File: src/rtl/prbs_hr_pkg.sv
package prbs_hr_pkg;
  localparam int WMAX = 32;
  typedef logic [WMAX-1:0]   win_t;
  typedef logic [2*WMAX-1:0] seq_t;

  // First 2*len bits of the serial sequence s[n] = s[n-tap] ^ s[n-len]
  function automatic seq_t expand_seq(input win_t seed, input int len, input int tap);
    seq_t s;
    s = '0;
    for (int n = 0; n < 2*len; n++) begin
      if (n < len) s[n] = seed[n];
      else         s[n] = s[n-tap] ^ s[n-len];
    end
    return s;
  endfunction

  // Pick every second bit starting at phase (0 = even, 1 = odd)
  function automatic win_t decimate(input seq_t s, input int len, input int phase);
    win_t d;
    d = '0;
    for (int i = 0; i < len; i++) d[i] = s[2*i + phase];
    return d;
  endfunction

  // Advance a look-ahead window: w[0] is the current bit, w[i] the bit i steps later
  function automatic win_t next_window(input win_t w, input int len, input int tap);
    win_t n;
    n = '0;
    for (int i = 0; i < len - 1; i++) n[i] = w[i+1];
    n[len-1] = w[len-tap] ^ w[0];
    return n;
  endfunction
endpackage

File: src/rtl/prbs_hr_loop.sv
module prbs_hr_loop
  import prbs_hr_pkg::*;
#(
  parameter int LEN = 7,
  parameter int TAP = 6,
  parameter logic [LEN-1:0] SEED = '1
) (
  input  logic           clk,
  input  logic           start,
  input  logic           adv,
  output logic [LEN-1:0] win
);
  logic [LEN-1:0] st_q;
  win_t           nxt_wide;

  always_comb nxt_wide = next_window(win_t'(st_q), LEN, TAP);

  always_ff @(posedge clk or posedge start) begin
    if (start)    st_q <= SEED;
    else if (adv) st_q <= nxt_wide[LEN-1:0];
  end

  assign win = st_q;
endmodule

File: src/rtl/prbs_hr_wordreg.sv
module prbs_hr_wordreg (
  input  logic       clk,
  input  logic       start,
  input  logic       adv,
  input  logic       even_bit,
  input  logic       odd_bit,
  output logic [1:0] word,
  output logic       valid
);
  always_ff @(posedge clk or posedge start) begin
    if (start) begin
      word  <= 2'b00;
      valid <= 1'b0;
    end else if (adv) begin
      word  <= {odd_bit, even_bit};
      valid <= 1'b1;
    end
  end
endmodule

File: src/rtl/prbs_hr_sermux.sv
module prbs_hr_sermux #(
  parameter bit SER_EN = 1'b1
) (
  input  logic       clk,
  input  logic [1:0] word,
  output logic       ser
);
  generate
    if (SER_EN) begin : g_mux
      assign ser = clk ? word[0] : word[1];
    end else begin : g_none
      logic unused_in;
      assign unused_in = clk ^ word[0] ^ word[1];
      assign ser = 1'b0;
    end
  endgenerate
endmodule

File: src/rtl/prbs_hr_gen.sv
module prbs_hr_gen
  import prbs_hr_pkg::*;
#(
  parameter int LEN = 7,
  parameter int TAP = 6,
  parameter logic [LEN-1:0] SEED = '1,
  parameter bit SER_EN = 1'b1
) (
  input  logic       clk,
  input  logic       start,
  input  logic       adv_en,
  output logic [1:0] word_out,
  output logic       word_valid,
  output logic       ser_out
);
  localparam seq_t SEQ0 = expand_seq(win_t'(SEED), LEN, TAP);

  logic [LEN-1:0] loop_win [0:1];
  logic [LEN-1:0] even_win;
  logic [LEN-1:0] odd_win;

  genvar ph;
  generate
    for (ph = 0; ph < 2; ph++) begin : g_loop
      localparam win_t PH_SEED = decimate(SEQ0, LEN, ph);
      prbs_hr_loop #(
        .LEN (LEN),
        .TAP (TAP),
        .SEED(PH_SEED[LEN-1:0])
      ) u_loop (
        .clk  (clk),
        .start(start),
        .adv  (adv_en),
        .win  (loop_win[ph])
      );
    end
  endgenerate

  assign even_win = loop_win[0];
  assign odd_win  = loop_win[1];

  prbs_hr_wordreg u_word (
    .clk     (clk),
    .start   (start),
    .adv     (adv_en),
    .even_bit(even_win[0]),
    .odd_bit (odd_win[0]),
    .word    (word_out),
    .valid   (word_valid)
  );

  prbs_hr_sermux #(.SER_EN(SER_EN)) u_ser (
    .clk (clk),
    .word(word_out),
    .ser (ser_out)
  );
endmodule

File: config.mk
export PLATFORM = sky130hd
export DESIGN_NAME = prbs_hr_gen
export DESIGN_NICKNAME = d
export VERILOG_FILES = /design/src/rtl/prbs_hr_pkg.sv /design/src/rtl/prbs_hr_loop.sv /design/src/rtl/prbs_hr_wordreg.sv /design/src/rtl/prbs_hr_sermux.sv /design/src/rtl/prbs_hr_gen.sv
export SDC_FILE = /design/constraint.sdc
export NUM_CORES = 1
export LEC_CHECK = 0
export BUFFER_PORTS_ARGS = -buffer_cell sky130_fd_sc_hd__buf_4
export CAP_MARGIN = 20
export CORE_MARGIN = 2
export CORE_UTILIZATION = 56
export DETAILED_ROUTE_END_ITERATION = 6
export PLACE_DENSITY = 0.76
export SKIP_CTS_REPAIR_TIMING = 1
export SYNTH_ARGS = -nofsm -noshare
export SYNTH_HDL_FRONTEND = slang
export SYNTH_HIERARCHICAL = 1
export SYNTH_SLANG_ARGS = --single-unit
File: constraint.sdc
create_clock -name clk -period 1.5 [get_ports clk]
set_input_delay 0.3 -clock clk [delete_from_list [all_inputs] [get_ports clk]]
set_output_delay 0.3 -clock clk [all_outputs]
set_load 0.1 [all_outputs]
==> run_results.csv, run 1 <==
group,metric,value,unit
status,status,"finished, violations left",
status,violations,"setup timing",
global_route,grtUsageTotal,18.6,%
floorplanning,ios,7,
timing,setup_viol,1,
global_route,grt_overflow,0,
timing,fin_skew,0.00475,ns
flow_run,maxCapViolCount,0,
detailed_routing,totalWireLength,1100,um
final_layout,final_nets,59,
setup_path,critPathLaunchType,"clock port",
synthesis,yosys_warnings,6,
floorplanning,fp.dieW,40.1,um
floorplanning,core,0.00116,sq mm
setup_path,critPathSlowestCell,"mux2_4",
synthesis,synthesis.nets,47,
place,portBuffers,6,
power_and_ir_drop,power.density,2760,mW/mm^2
detailed_routing,wire_per_inst,16.0,um
worst_hold_path,hp-class,"primary input to flop",
place,dp_slack,-0.0501,ns
timing,worst_pin_slew,0.285,ns
synthesis,syn_inst,44,
floorplanning,die_h,40.1,um
setup_path,cpLargestDelayFamily,"multiplexers",
detailed_routing,drt_pre_antenna_iters,4,
floorplanning,row_count,12,
setup_path,reg2reg_from,"g_loop[0].u_loop/win[1]",
final_layout,drive_gt1_share,69.1,%
setup_path,critical_path_buf_inv_count,2,
detailed_routing,drt-initial-drc-count,12,
clock_tree,cts_tree,"built",
setup_path,cp_slowest_stage_delay,0.30,ns
setup_path,crit_path_end_kind,"output pin",
place,dp_hpwl,696,um
worst_hold_path,hp-start,"adv_en",
global_route,grt_max_degree,20,
global_route,grt_pass1_vias,430,
final_layout,fill_cells,66,
timing,whs,0.286,ns
timing,hold_viol,0,
timing,setup_slack,-0.115,ns
timing,slew_viol_final,0,
final_layout,diodes,0,
final_layout,area_delta_synth_final,15.3,%
timing,max_slew_margin,81.0,%
clock_tree,clk_pin_slew,0.09,ns
setup_path,regToRegSetupSlack,0.61,ns
place,gpl.final_weighted_congestion,0.676,
final_layout,final_util,72.6,%
power_and_ir_drop,ir_worst_vdd,2710,uV
setup_path,critical_path.max_fanout,2,
detailed_routing,ant_nets,0,
power_and_ir_drop,p_leak,0.389,nW
setup_path,reg2reg_depth,2,
final_layout,fin_cells,69,
global_route,grt_pass1_wl,1790,um
place,place_inst,62,
setup_path,critical_path_class,"clock port to output pin",
setup_path,crit_chain,"buf_6 -> mux2_4 -> buf_12",
setup_path,cp.arrival,1.31,ns
worst_hold_path,min_to,"g_loop[1].u_loop/win[6]",
synthesis,syn-cell-area,728,sq um
detailed_routing,vias,373,
floorplanning,initial_core_util,63.0,%
floorplanning,fp.dieArea,0.00160,sq mm
setup_path,rr_endpoint,"g_loop[0].u_loop/win[6]",
setup_path,required,1.20,ns
worst_hold_path,hold_depth,2,
detailed_routing,via_per_inst,5.41,
global_route,antenna_found_initial,0,
timing,grt_setup_unrepaired,"yes",
detailed_routing,drc,0,
synthesis,syn_avg_cell_area,16.5,sq um
power_and_ir_drop,total_power,2.32,mW
clock_tree,clk_latency,0.39,ns
flip-flops by register name, indices dropped and copies added, names as in the netlist:
name               count
g_loop.u_loop/win     14
u_word/valid           1
u_word/word            2
cell type report:
type | count | area, sq um | area share [%]
inverter | 3 | 11.3 | 1.34
clock buffer | 6 | 61.3 | 7.30
clock inverter | 1 | 5.00 | 0.596
multi-input combinational | 22 | 259 | 30.8
timing repair buffer | 6 | 47.5 | 5.66
sequential | 17 | 438 | 52.2
tap | 14 | 17.5 | 2.09
worst register-to-register path, stage by stage (launching register included):
cell	delay [ns]
dfstp_2	0.56
xnor2_1	0.11
a21oi_1	0.09
stage by stage:
stage                     instance area [sq um]  TNS, ns
final                                       840   -0.115
after global routing                        840   -0.129
after CTS                                   821   -0.313
after detailed placement                    771  -0.0501
after global placement                      771  -0.0501
after floorplan                             731        0
power breakdown:
part           internal [mW]  leakage, nW  total [mW]  switching, mW
Clock                  0.330       0.0460       0.726          0.396
Combinational          0.333        0.161       0.666          0.333
Sequential             0.763        0.182       0.926          0.163
cells in the final DEF (no fill, tap or decap):
cell type and n:
buf_12 1, clkbuf_4 4, buf_6 1, buf_4 5, a21oi_1 2, dlygate4sd3_1 1, nor2_1 2, mux2_4 13
xnor2_1 2, clkinv_2 1, dfrtp_2 2, mux2_2 2, inv_1 3, or2_2 1, dfstp_2 8, dfrtp_1 7
layer usage:
metal	GRT usage (%)	part of all wire [%]	up-vias
met3	9.44	4.2	0
li1	-	-	169
met5	0	0	-
met1	22.8	46	193
met2	24.6	50	11
met4	13.8	0	0
worst max-delay path by stage:
stage	end	cells past startpoint	startpoint	slack, ns
floorplan	ser_out	1	clk	0.03
global placement	ser_out	2	clk	-0.05
detailed placement	ser_out	2	clk	-0.05
CTS	ser_out	4	clk	-0.31
global route	ser_out	2	u_word/word[1]	-0.13
finish	ser_out	3	clk	-0.11
(Power assumes the default switching activity.)
==> run 2, diff against run 1 <==
--- a/config.mk
+++ b/config.mk
@@ -5,14 +5,15 @@
 export SDC_FILE = /design/constraint.sdc
 export NUM_CORES = 1
 export LEC_CHECK = 0
-export BUFFER_PORTS_ARGS = -buffer_cell sky130_fd_sc_hd__buf_4
 export CAP_MARGIN = 20
 export CORE_MARGIN = 2
 export CORE_UTILIZATION = 56
 export DETAILED_ROUTE_END_ITERATION = 6
-export PLACE_DENSITY = 0.76
+export DONT_BUFFER_PORTS = 1
+export PLACE_DENSITY = 0.71
 export SKIP_CTS_REPAIR_TIMING = 1
 export SYNTH_ARGS = -nofsm -noshare
 export SYNTH_HDL_FRONTEND = slang
 export SYNTH_HIERARCHICAL = 1
 export SYNTH_SLANG_ARGS = --single-unit
+export TNS_END_PERCENT = 5
==> run 2 against run 1 <==
The flow still finishes with violations (setup timing). Global-route usage increased by 0.53 points. Core utilization shrank 2.3 points. Non-clock buffer count decreased by 1.
==> run_results.csv, run 2 (synthesis results as in run 1) <==
group,metric,value,unit
status,status,"finished, violations left",
status,violations,"setup timing",
setup_path,cp.arrival,1.27,ns
global_route,grt_overflow,0,
timing,hold_viol,0,
floorplanning,fp.dieW,40.1,um
setup_path,critical_path_class,"clock port to output pin",
place,gpl.final_weighted_congestion,0.650,
setup_path,critPathLaunchType,"clock port",
detailed_routing,vias,351,
detailed_routing,wire_per_inst,15.6,um
timing,grt_setup_unrepaired,"yes",
final_layout,final_cell_mix,"mux2_4, dfstp_2, dfrtp_1, clkbuf_4",
final_layout,multi_input_area,259,sq um
timing,setup_viol,1,
timing,max_slew_margin,80.4,%
setup_path,critPathSlowestCell,"mux2_4",
global_route,grt_pass1_vias,392,
global_route,grtUsageTotal,19.1,%
final_layout,final_nets,57,
final_layout,regArea,438,sq um
final_layout,largest_reg_flops,14,
worst_hold_path,hp-class,"primary input to flop",
detailed_routing,ant_nets,0,
final_layout,drive_gt1_share,64.2,%
detailed_routing,via_per_inst,5.24,
global_route,antenna_found_initial,0,
power_and_ir_drop,total_power,2.17,mW
detailed_routing,totalWireLength,1040,um
setup_path,crit_path_end_kind,"output pin",
detailed_routing,drt-initial-drc-count,2,
timing,fin_skew,0.00139,ns
clock_tree,cts_tree,"built",
final_layout,fill_cells,75,
setup_path,crit_chain,"buf_6 -> mux2_4",
floorplanning,row_count,12,
final_layout,diodes,0,
floorplanning,core,0.00116,sq mm
setup_path,cp_slowest_stage_delay,0.43,ns
flow_run,maxCapViolCount,0,
timing,whs,0.0526,ns
power_and_ir_drop,p_leak,0.371,nW
setup_path,critical_path.max_fanout,2,
place,place_area,748,sq um
final_layout,final_common_cell,"mux2_4",
timing,slew_viol_final,0,
clock_tree,clk_pin_slew,0.09,ns
final_layout,design_area,813,sq um
timing,worst_pin_slew,0.295,ns
floorplanning,ios,7,
final_layout,area_delta_synth_final,11.7,%
detailed_routing,drt_pre_antenna_iters,2,
floorplanning,initial_core_util,63.0,%
power_and_ir_drop,ir_worst_vdd,1990,uV
global_route,grt_pass1_wl,1750,um
timing,setup_slack,-0.0726,ns
place,portBuffers,0,
setup_path,required,1.20,ns
place,dp_hpwl,678,um
power_and_ir_drop,power.density,2670,mW/mm^2
clock_tree,clk_latency,0.39,ns
detailed_routing,drc,0,
setup_path,critical_path_buf_inv_count,1,
setup_path,cpLargestDelayFamily,"multiplexers",
floorplanning,fp.dieArea,0.00160,sq mm
global_route,grt_max_degree,20,
floorplanning,die_h,40.1,um
## run 2: changes by cell type in the layout (fill, tap and decap cells not counted), sizes merged
cell,delta
clkinv,-1
clkbuf,+1
dlygate4sd3,+1
buf,-3
## run 2: layer usage
layer	vias up	GRT usage (%)	wire length, um
li1	164	-	-
met2	10	20.6	465
met1	177	24.0	519
met5	-	0	0
met4	0	19.8	0
met3	0	11.7	59
## run 2: cell type report
cell class | count | share of cell area [%]
multi-input cells | 22 | 31.8
flip-flops and latches | 17 | 53.8
clock buffers | 6 | 5.54
well taps | 14 | 2.15
inverters | 3 | 1.38
repair buffers | 5 | 5.23
## run 2: per-stage QoR
stage / instances / worst slack (ns) / TNS [ns] / util [%]
after floorplan: 44 / 0.0301 / 0 / -
after global placement: 59 / 0.0301 / 0 / 64.7
after detailed placement: 59 / 0.0301 / 0 / 64.7
after CTS: 66 / -0.237 / -0.237 / 68.9
after global routing: 67 / -0.0857 / -0.0857 / 70.3
final: 67 / -0.0726 / -0.0726 / 70.3
## run 2: worst paths after layout
| path | startpoint | end | slack (ns) | cells after the start |
|---|---|---|---|---|
| setup / recovery | clk | ser_out | -0.07 | 2 |
| hold / removal | adv_en | g_loop[1].u_loop/win[6] | 0.05 | 2 |
| setup reg to reg | u_word/word[0] | u_word/word[0] | 0.45 | 2 |
| hold reg to reg | g_loop[1].u_loop/win[6] | g_loop[1].u_loop/win[6] | 0.51 | 2 |
| max in group asynchronous | start | g_loop[1].u_loop/win[0] | 0.92 | 2 |
| min in group asynchronous | start | u_word/valid | 0.25 | 2 |
## run 2: where the power goes
group          total, mW  internal (mW)  switching, mW  leakage (nW)
registers          0.919          0.763          0.156         0.182
logic              0.652          0.332          0.320         0.156
clock network      0.602          0.233          0.369        0.0338
==> run 3, diff against run 2 <==
--- a/config.mk
+++ b/config.mk
@@ -5,6 +5,7 @@
 export SDC_FILE = /design/constraint.sdc
 export NUM_CORES = 1
 export LEC_CHECK = 0
+export ABC_AREA = 1
 export CAP_MARGIN = 20
 export CORE_MARGIN = 2
 export CORE_UTILIZATION = 56
==> run 3 against run 2 <==
The run now fails in 5_1_grt. Synthesized cell count up 77%. Synthesized area is 1.2% lower.
==> run_results.csv, run 3 <==
group,metric,value,unit
floorplanning,die_h,39.8,um
timing,grt-worst-endpoint,"ser_out",
synthesis,yosys_warnings,6,
floorplanning,row_count,12,
place,gpl.final_weighted_congestion,0.634,
global_route,grtUsageTotal,7960,%
floorplanning,initial_core_util,62.2,%
timing,worst_path_end_type,"top-level output",
synthesis,syn-cell-area,719,sq um
status,lastStage,"5_1_grt",
synthesis,syn_inst,78,
synthesis,syn_avg_cell_area,9.22,sq um
floorplanning,fp.dieW,39.8,um
global_route,grt_max_degree,25,
floorplanning,ios,7,
place,dp_hpwl,696,um
status,status,"aborted with a tool error",
status,error,"[ERROR GRT-0232] Routing congestion too high. Check the congestion heatmap in the GUI.",
place,place_inst,93,
global_route,grt_overflow,65500,
synthesis,synthesis.nets,81,
place,portBuffers,0,
[run 3: layer usage]
layer | overflow | global-route usage [%]
met3 | 0 | 9.09
met1 | 0 | 28.6
met2 | 65500 | 26900
met5 | 0 | 0
met4 | 0 | 17.2
[run 3: per-stage QoR]
stage / area (sq um) / setup WS [ns]
2_1_floorplan: 729 / 0.0808
3_3_place_gp: 747 / 0.108
3_5_place_dp: 747 / 0.108
4_1_cts: 796 / -0.378
==> run 4, diff against run 3 <==
--- a/config.mk
+++ b/config.mk
@@ -7,11 +7,11 @@
 export LEC_CHECK = 0
 export ABC_AREA = 1
 export CAP_MARGIN = 20
-export CORE_MARGIN = 2
-export CORE_UTILIZATION = 56
+export CORE_AREA = 2 2 63 65
 export DETAILED_ROUTE_END_ITERATION = 6
+export DIE_AREA = 0 0 65 67
 export DONT_BUFFER_PORTS = 1
-export PLACE_DENSITY = 0.71
+export PLACE_DENSITY_LB_ADDON = 0.15
 export SKIP_CTS_REPAIR_TIMING = 1
 export SYNTH_ARGS = -nofsm -noshare
 export SYNTH_HDL_FRONTEND = slang
==> run 4 against run 3 <==
The run now ends clean. Synthesized area did not move. Synthesized cell count is the same.
==> run_results.csv, run 4 <==
group,metric,value,unit
power_and_ir_drop,ir_worst_vdd,536,uV
setup_path,regToRegSetupSlack,0.55,ns
synthesis,syn-cell-area,719,sq um
place,dp_hpwl,849,um
place,place_inst,127,
place,place_area,790,sq um
final_layout,diodes,0,
final_layout,area_delta_synth_final,21.2,%
flow_run,maxCapViolCount,0,
timing,fin_skew,0.158,ns
detailed_routing,wire_per_inst,9.41,um
power_and_ir_drop,p_leak,0.398,nW
timing,slew_viol_final,0,
floorplanning,ios,7,
setup_path,critical_path.max_fanout,10,
floorplanning,fp.dieW,65,um
synthesis,syn_inst,78,
setup_path,setup.worst_path.end,"ser_out",
floorplanning,core,0.00361,sq mm
detailed_routing,drt_pre_antenna_iters,4,
final_layout,drive_gt1_share,31.0,%
timing,whs,0.0814,ns
detailed_routing,totalWireLength,1240,um
setup_path,cp.arrival,1.15,ns
synthesis,synthesis.nets,81,
global_route,antenna_found_initial,0,
setup_path,cp-startpoint,"clk",
detailed_routing,drt-initial-drc-count,19,
detailed_routing,drc,0,
final_layout,largest_reg_flops,14,
timing,fin_tns_setup,0,ns
timing,max_slew_margin,80.8,%
detailed_routing,via_per_inst,3.61,
detailed_routing,vias,476,
setup_path,reg2reg_from,"u_word/valid",
setup_path,crit_path_end_kind,"output pin",
floorplanning,row_count,22,
setup_path,critical_path_class,"clock port to output pin",
setup_path,reg2reg_depth,2,
timing,setup_viol,0,
final_layout,fin_cells,132,
floorplanning,die_h,67,um
synthesis,yosys_warnings,6,
global_route,grt_overflow,0,
place,portBuffers,0,
place,gpl.final_weighted_congestion,0.648,
global_route,grtUsageTotal,7.52,%
synthesis,syn_avg_cell_area,9.22,sq um
timing,hold_viol,0,
status,status,"complete, no violations",
setup_path,required,1.20,ns
floorplanning,fp.dieArea,0.00436,sq mm
global_route,grt_max_degree,25,
clock_tree,clk_pin_slew,0.07,ns
setup_path,rr_endpoint,"u_word/valid",
clock_tree,clk_latency,0.27,ns
setup_path,critPathLaunchType,"clock port",
floorplanning,initial_core_util,20.0,%
worst_hold_path,hp-class,"primary input to flop",
final_layout,final_common_cell,"nand2_1",
final_layout,design_area,872,sq um
global_route,grt_pass1_vias,515,
detailed_routing,ant_nets,0,
final_layout,final_cell_mix,"nand2_1, inv_1, o21ai_1, dfstp_2, dfrtp_1",
global_route,grt_pass1_wl,2210,um
timing,worst_pin_slew,0.288,ns
timing,grt_setup_unrepaired,"no",
final_layout,final_nets,88,
power_and_ir_drop,power.density,1700,mW/mm^2
clock_tree,cts_tree,"built",
final_layout,fill_cells,393,
## run 4: power by group
group / internal, mW / switching (mW) / leakage [nW]
Clock: 0.240 / 0.323 / 0.0539
Combinational: 0.0779 / 0.184 / 0.150
Sequential: 0.602 / 0.0570 / 0.194
## run 4: through the flow
| step | power [mW] | setup slack (ns) | util [%] |
|---|---|---|---|
| after floorplan | 1.01 | 0.0808 | - |
| after global placement | 1.05 | 0.108 | 21.9 |
| after detailed placement | 1.05 | 0.108 | 21.9 |
| after CTS | 1.62 | -0.312 | 24.3 |
| after global routing | 1.61 | 0.0248 | 24.2 |
| final | 1.48 | 0.0471 | 24.2 |
## run 4: how the worst min path moves through the flow
stage / startpoint / to / slack [ns] / depth (start not counted)
after global routing: adv_en / g_loop[0].u_loop/win[3] / 0.05 / 1
after detailed placement: start / u_word/valid / 0.09 / 1
after CTS: start / u_word/valid / -0.30 / 1
final: adv_en / g_loop[0].u_loop/win[3] / 0.08 / 1
after global placement: start / u_word/valid / 0.08 / 1
after floorplan: start / u_word/valid / 0.05 / 1
## run 4: critical path, cell delays in order
cell and delay, ns:
buf_8 0.12, inv_4 0.05, nand2_4 0.06, nand2_8 0.17
## run 4: final cells by class
cell class / count / area (sq um) / share of cell area (%)
Clock inverter: 2 / 10.0 / 1.15
Sequential cell: 17 / 438 / 50.2
Tap cell: 48 / 60.1 / 6.89
Timing Repair Buffer: 4 / 32.5 / 3.73
Inverter: 14 / 57.6 / 6.60
Multi-Input combinational cell: 44 / 231 / 26.5
Clock buffer: 3 / 42.5 / 4.88
## run 4: routing by layer
layer,GRT usage [%],part of all wire (%),up-vias
li1,-,-,243
met1,8.31,50,225
met2,9.79,44,6
met3,3.21,1.6,2
met4,9.04,3.5,0
met5,0,0,-
